**src/rtl/mcd_pkg.sv**
```systemverilog
package mcd_pkg;
  localparam int XLEN   = 32;
  localparam int REG_AW = 5;

  typedef enum logic [2:0] {
    FN_AND = 3'b000,
    FN_OR  = 3'b001,
    FN_ADD = 3'b010,
    FN_SUB = 3'b110
  } alu_fn_e;

  typedef enum logic [1:0] {
    OPB_REG  = 2'b00,
    OPB_FOUR = 2'b01,
    OPB_IMM  = 2'b10,
    OPB_BOFF = 2'b11
  } opb_sel_e;

  typedef enum logic [1:0] {
    PCN_ALU  = 2'b00,
    PCN_HELD = 2'b01,
    PCN_JUMP = 2'b10
  } pcn_sel_e;

  typedef enum logic [1:0] {
    MODE_ADD  = 2'b00,
    MODE_SUB  = 2'b01,
    MODE_FUNC = 2'b10
  } alu_mode_e;
endpackage

```
**src/rtl/mcd_regfile.sv**
```systemverilog
module mcd_regfile #(
  parameter int W  = 32,
  parameter int AW = 5
) (
  input  logic          clk,
  input  logic          rst_n,
  input  logic [AW-1:0] ra1,
  input  logic [AW-1:0] ra2,
  output logic [W-1:0]  rd1,
  output logic [W-1:0]  rd2,
  input  logic          we,
  input  logic [AW-1:0] wa,
  input  logic [W-1:0]  wd
);
  localparam int DEPTH = 1 << AW;

  logic [W-1:0] word [DEPTH];

  assign word[0] = '0;

  for (genvar i = 1; i < DEPTH; i++) begin : g_reg
    logic q_we;
    logic [W-1:0] q;
    assign q_we = we && (wa == AW'(i));
    always_ff @(posedge clk or negedge rst_n) begin
      if (!rst_n)    q <= '0;
      else if (q_we) q <= wd;
    end
    assign word[i] = q;
  end

  assign rd1 = word[ra1];
  assign rd2 = word[ra2];
endmodule

```
**src/rtl/mcd_alu_ctrl.sv**
```systemverilog
module mcd_alu_ctrl
  import mcd_pkg::*;
(
  input  logic [1:0] mode,
  input  logic [5:0] funct,
  output alu_fn_e    fn
);
  always_comb begin
    fn = FN_ADD;
    unique case (mode)
      MODE_SUB:  fn = FN_SUB;
      MODE_FUNC: begin
        case (funct)
          6'h22:   fn = FN_SUB;
          6'h24:   fn = FN_AND;
          6'h25:   fn = FN_OR;
          default: fn = FN_ADD;
        endcase
      end
      default:   fn = FN_ADD;
    endcase
  end
endmodule

```
**src/rtl/mcd_alu.sv**
```systemverilog
module mcd_alu
  import mcd_pkg::*;
#(
  parameter int W = 32
) (
  input  logic [W-1:0] a,
  input  logic [W-1:0] b,
  input  alu_fn_e      fn,
  output logic [W-1:0] y,
  output logic         zero
);
  always_comb begin
    unique case (fn)
      FN_AND:  y = a & b;
      FN_OR:   y = a | b;
      FN_SUB:  y = a - b;
      default: y = a + b;
    endcase
  end
  assign zero = (y == '0);
endmodule

```
**src/rtl/mc_datapath.sv**
```systemverilog
module mc_datapath
  import mcd_pkg::*;
#(
  parameter logic [31:0] RESET_PC = 32'h0
) (
  input  logic        clk,
  input  logic        rst_n,
  input  logic        pc_we,
  input  logic        pc_we_cond,
  input  logic        ir_we,
  input  logic        rf_we,
  input  logic        addr_from_alu,
  input  logic        wr_dst_rd,
  input  logic        wb_from_mem,
  input  logic        opa_from_reg,
  input  logic [1:0]  opb_sel,
  input  logic [1:0]  alu_mode,
  input  logic [1:0]  pc_next_sel,
  input  logic        store_en,
  input  logic [31:0] mem_rdata,
  output logic [31:0] mem_addr,
  output logic [31:0] mem_wdata,
  output logic        mem_we,
  output logic [5:0]  opcode,
  output logic        alu_zero
);
  localparam int IMM_W = 16;

  logic [XLEN-1:0] pc_q, ir_q, mdr_q, a_q, b_q, aluout_q;
  logic [XLEN-1:0] rs_data, rt_data, wr_data;
  logic [XLEN-1:0] imm_ext, imm_boff, jump_tgt;
  logic [XLEN-1:0] opnd_a, opnd_b, alu_y, pc_next;
  logic [REG_AW-1:0] rs_idx, rt_idx, rd_idx, wr_idx;
  logic            pc_load;
  alu_fn_e         alu_fn;

  // instruction fields
  assign rs_idx   = ir_q[25:21];
  assign rt_idx   = ir_q[20:16];
  assign rd_idx   = ir_q[15:11];
  assign imm_ext  = {{(XLEN-IMM_W){ir_q[IMM_W-1]}}, ir_q[IMM_W-1:0]};
  assign imm_boff = {imm_ext[XLEN-3:0], 2'b00};
  assign jump_tgt = {pc_q[XLEN-1:XLEN-4], ir_q[25:0], 2'b00};
  assign opcode   = ir_q[31:26];

  mcd_regfile #(.W(XLEN), .AW(REG_AW)) i_rf (
    .clk  (clk),
    .rst_n(rst_n),
    .ra1  (rs_idx),
    .ra2  (rt_idx),
    .rd1  (rs_data),
    .rd2  (rt_data),
    .we   (rf_we),
    .wa   (wr_idx),
    .wd   (wr_data)
  );

  assign wr_idx  = wr_dst_rd   ? rd_idx : rt_idx;
  assign wr_data = wb_from_mem ? mdr_q  : aluout_q;

  // operand selection
  assign opnd_a = opa_from_reg ? a_q : pc_q;
  always_comb begin
    unique case (opb_sel_e'(opb_sel))
      OPB_REG:  opnd_b = b_q;
      OPB_FOUR: opnd_b = XLEN'(4);
      OPB_IMM:  opnd_b = imm_ext;
      default:  opnd_b = imm_boff;
    endcase
  end

  mcd_alu_ctrl i_actl (
    .mode (alu_mode),
    .funct(ir_q[5:0]),
    .fn   (alu_fn)
  );

  mcd_alu #(.W(XLEN)) i_alu (
    .a   (opnd_a),
    .b   (opnd_b),
    .fn  (alu_fn),
    .y   (alu_y),
    .zero(alu_zero)
  );

  // program counter source
  always_comb begin
    unique case (pcn_sel_e'(pc_next_sel))
      PCN_HELD: pc_next = aluout_q;
      PCN_JUMP: pc_next = jump_tgt;
      default:  pc_next = alu_y;
    endcase
  end
  assign pc_load = pc_we || (pc_we_cond && alu_zero);

  // holding registers
  always_ff @(posedge clk or negedge rst_n) begin
    if (!rst_n) begin
      pc_q     <= RESET_PC;
      ir_q     <= '0;
      mdr_q    <= '0;
      a_q      <= '0;
      b_q      <= '0;
      aluout_q <= '0;
    end else begin
      if (pc_load) pc_q <= pc_next;
      if (ir_we)   ir_q <= mem_rdata;
      mdr_q    <= mem_rdata;
      a_q      <= rs_data;
      b_q      <= rt_data;
      aluout_q <= alu_y;
    end
  end

  // memory port
  assign mem_addr  = addr_from_alu ? aluout_q : pc_q;
  assign mem_wdata = b_q;
  assign mem_we    = store_en;
endmodule

```
**config.mk**
```make
export PLATFORM = sky130hd
export DESIGN_NAME = mc_datapath
export DESIGN_NICKNAME = d
export VERILOG_FILES = /design/src/rtl/mcd_pkg.sv /design/src/rtl/mcd_regfile.sv /design/src/rtl/mcd_alu_ctrl.sv /design/src/rtl/mcd_alu.sv /design/src/rtl/mc_datapath.sv
export SDC_FILE = /design/constraint.sdc
export NUM_CORES = 2
export LEC_CHECK = 0
export BUFFER_PORTS_ARGS = -buffer_cell sky130_fd_sc_hd__buf_2
export CORE_ASPECT_RATIO = 1.5
export CORE_UTILIZATION = 45
export CTS_CLUSTER_SIZE = 30
export DETAILED_ROUTE_END_ITERATION = 6
export GPL_TIMING_DRIVEN = 1
export PLACE_DENSITY = 0.59
export SYNTH_ARGS = -nofsm -noshare
export SYNTH_HDL_FRONTEND = slang
export SYNTH_SLANG_ARGS = --single-unit
```
**constraint.sdc**
```tcl
create_clock -name clk -period 11 [get_ports clk]
set_input_delay 1.1 -clock clk [delete_from_list [all_inputs] [get_ports clk]]
set_output_delay 1.1 -clock clk [all_outputs]
set_load 0.05 [all_outputs]
```
==> metrics.cfg <==
[route]
ant_nets = 0
routed_wl_mm = 209
drcViolationCount = 0
first_pass_iters = 6
routed_via_density = 6.29
via_count = 45100
routedWlPerCell_um = 29.1
first_iter_violations = 4145

[grt]
grtUsageTotal = 0.302
antenna_found_initial = 6
grt_pass1_wl_mm = 310
grt_max_degree = 163
grt-ovfl-total = 0
grt_pass1_vias = 45700

[clocking]
postCtsSetupBuffers = 0
cts_buffers = 113
cts_tree = done
clk_latency_ps = 760
clock_path_buffers = 3
cts_resized = 0
clk_pin_slew_worst_paths_ps = 60
cts-root-buf = clkbuf_16
hold_buffers = 0
htree_levels = 3
clock_sinks = 1184

[yosys]
yosysMostFrequentCell = dfrtp_1
synthCells = 5486
synth_area_leaders = dfrtp_1 (48%), mux4_2 (21%), a21oi_1 (9.3%)
synth_flop_cell = dfrtp_1
ys_warn_count = 0
seq_area_frac_synth = 0.476
syn_nets = 5574
synth_seq_cells = 1184
synth_top_area_cell = dfrtp_1
netlist.area_leader.share = 0.476
ys_async_sr_fraction = 1.00
synth_edf_count = 0
syn_avg_cell_area_sq_um = 11.3
synthTopCellsByCount = dfrtp_1 (1184), a21oi_1 (1159), nor2_1 (1089), mux4_2 (576), clkbuf_1 (454)
syn_area_sq_um = 62200
synth_cell_types = 88

[setup_path]
cp-start-kind = input port
critPathTopFamily = compound AO/OA/AOI/OAI gates
critPathSlowestCell = nor4_2
cp_num_buf_inv = 2
crit_arrival_ps = 7630
cp.required_ps = 9900
cpPeakStageDelay_ps = 760
path_cells = buf_2, mux2i_1, o21ai_1, nor4_2, nand3_2, nor2_1, o31ai_1, nand2_1, xnor2_1, ha_1, a21oi_1, o21ai_0, a2111oi_0, a211oi_1, a31oi_1, xor2_1, o21ai_0, nor3_1, nand4b_4, nor2_1, buf_2
critPathKind = in -> out
worst_setup_path_end_kind = primary output
worstPathMaxFanout = 26

[final_layout]
area_growth_syn_to_layout_pct = 10.2
fillers = 12100
drive_above_1_share = 0.238
fin_nets = 5396

[power]
p_leak_nw = 28.3
vdd_drop_max_v = 0.000144
power.density_nw_per_um2 = 292

[timing]
setup_viol = 0
whs_ps = 340
slew_viol_final = 0
fin_crit_sh = 0.793
tns_ps = 0
fin_skew_ps = 35.1
layout_min_cycle_time_ps = 8730
max_freq_mhz = 115
hold_viol_final = 0
rsz0062_at_grt = false
slew_headroom = 0.175
tightest_slew_ps = 1230

[floorplanning]
die_area_sq_um = 140000
die_h_um = 458
die_width_um = 306
initial_core_util = 0.455
num_io_pins = 121
coreArea_sq_um = 137000
rows = 166

[place]
io_buffers = 118
dpl.hpwl_mm = 127
gp_congestion = 0.971

[flow_run]
max-cap-violations = 0

[min_path]
hold_path_class = in -> async

[status]
status = finished clean

[through the flow]
| stage | utilization | instance area [sq um] | power (mW) | worst slack (ps) | cells |
|---|---|---|---|---|---|
| final | 0.501 | 68600 | 20.1 | 2270 | 7173 |
| after global routing | 0.501 | 68600 | 21.2 | 2040 | 7171 |
| after CTS | 0.501 | 68600 | 20.1 | 2440 | 7168 |
| after detailed placement | 0.471 | 64500 | 15.7 | 2480 | 6957 |
| after global placement | 0.471 | 64500 | 15.4 | 2510 | 6957 |
| after floorplan | - | 62200 | 13.3 | 3330 | 5486 |
[per-layer routing]
metal  vias up  GRT usage  wire [um]
met5         -          0         40
li1      19700          -          -
met4         6      0.132       9610
met2      1789      0.499     103000
met3       444     0.0425      14300
met1     23200      0.398      82100
[sequential cells by signal (all words and copies together) (netlist names)]
name / count
mdr_q: 32
aluout_q: 32
i_rf.g.q: 992
pc_q: 32
a_q: 32
mem_wdata: 32
ir_q: 32
[cell usage in the layout (no fill, tap or decap), drive strengths merged, types with 10 or more instances in the layout]
cell type and instances:
buf 235, nand2 119, dfrtp 1184, a221oi 22
a31oi 18, nor3 26, a21o 14, inv 42
mux2i 125, bufinv 19, nor2 1089, o21ai 96
ha 38, clkinv 28, nand4 13, o211ai 11
mux2 180, xor2 17, nand3 18, maj3 17
xnor2 27, o2bb2ai 10, clkbuf 155, a21oi 1159
mux4 576, and2 11
[final cells by class]
| type | instances | area (sq um) | area share |
|---|---|---|---|
| Antenna cell | 5 | 12.5 | 0.000182 |
| Timing Repair Buffer | 235 | 1620 | 0.0237 |
| Clock buffer | 155 | 3280 | 0.0478 |
| Inverter | 37 | 139 | 0.00202 |
| Clock inverter | 56 | 857 | 0.0125 |
| Multi-Input combinational cell | 3737 | 30800 | 0.449 |
| Tap cell | 1764 | 2210 | 0.0322 |
| Sequential cell | 1184 | 29700 | 0.432 |
[worst register-to-register path: stages (launching register included)]
cell and delay (ps):
dfrtp_1 500, nor3b_1 230, buf_4 220, and2_1 140
buf_4 310, or3_1 660, o21ai_0 240, xor2_1 190
ha_1 260, a21oi_1 330, o211ai_1 360, a2111oi_0 880
a211oi_1 290, a31oi_1 280, xor2_1 170, o21ai_0 160
nor3_1 530, nand4b_4 200, o31ai_4 200, buf_4 580
mux2_2 440
[cells by family (layout without fill, tap and decap cells)]
kind of cell,Yosys count,after routing,share of synthesized area
AO/OA/AOI/OAI,1418,1418,0.123
XOR/XNOR,44,44,0.00619
adder cells (fa/ha/maj),56,56,0.0107
buffers and inverters,565,483,0.0354
flip-flops,1184,1184,0.476
multiplexers,881,881,0.262
other,0,5,0
AND/OR/NAND/NOR,1338,1338,0.0867
[path summary, 6_finish.rpt]
| kind | start | end | slack, ps | depth (start not counted) |
|---|---|---|---|---|
| max in group asynchronous | rst_n | i_rf.g_reg[14].q[21] | 8290 | 3 |
| setup / recovery | opb_sel[1] | alu_zero | 2270 | 21 |
| min in group clk | mem_rdata[21] | mdr_q[21] | 460 | 1 |
| hold / removal | rst_n | i_rf.g_reg[31].q[3] | 340 | 1 |
| setup reg to reg | ir_q[5] | pc_q[9] | 3700 | 20 |
| hold reg to reg | i_rf.g_reg[31].q[21] | i_rf.g_reg[31].q[21] | 500 | 2 |
[report_power, final]
| part | switching (mW) | internal [mW] | total, mW |
|---|---|---|---|
| sequential | 1.72 | 6.40 | 8.12 |
| clock | 1.82 | 2.54 | 4.35 |
| combinational | 3.87 | 3.72 | 7.58 |
| total | 7.40 | 12.7 | 20.1 |
Note: power is estimated with default switching activity, not from simulation.
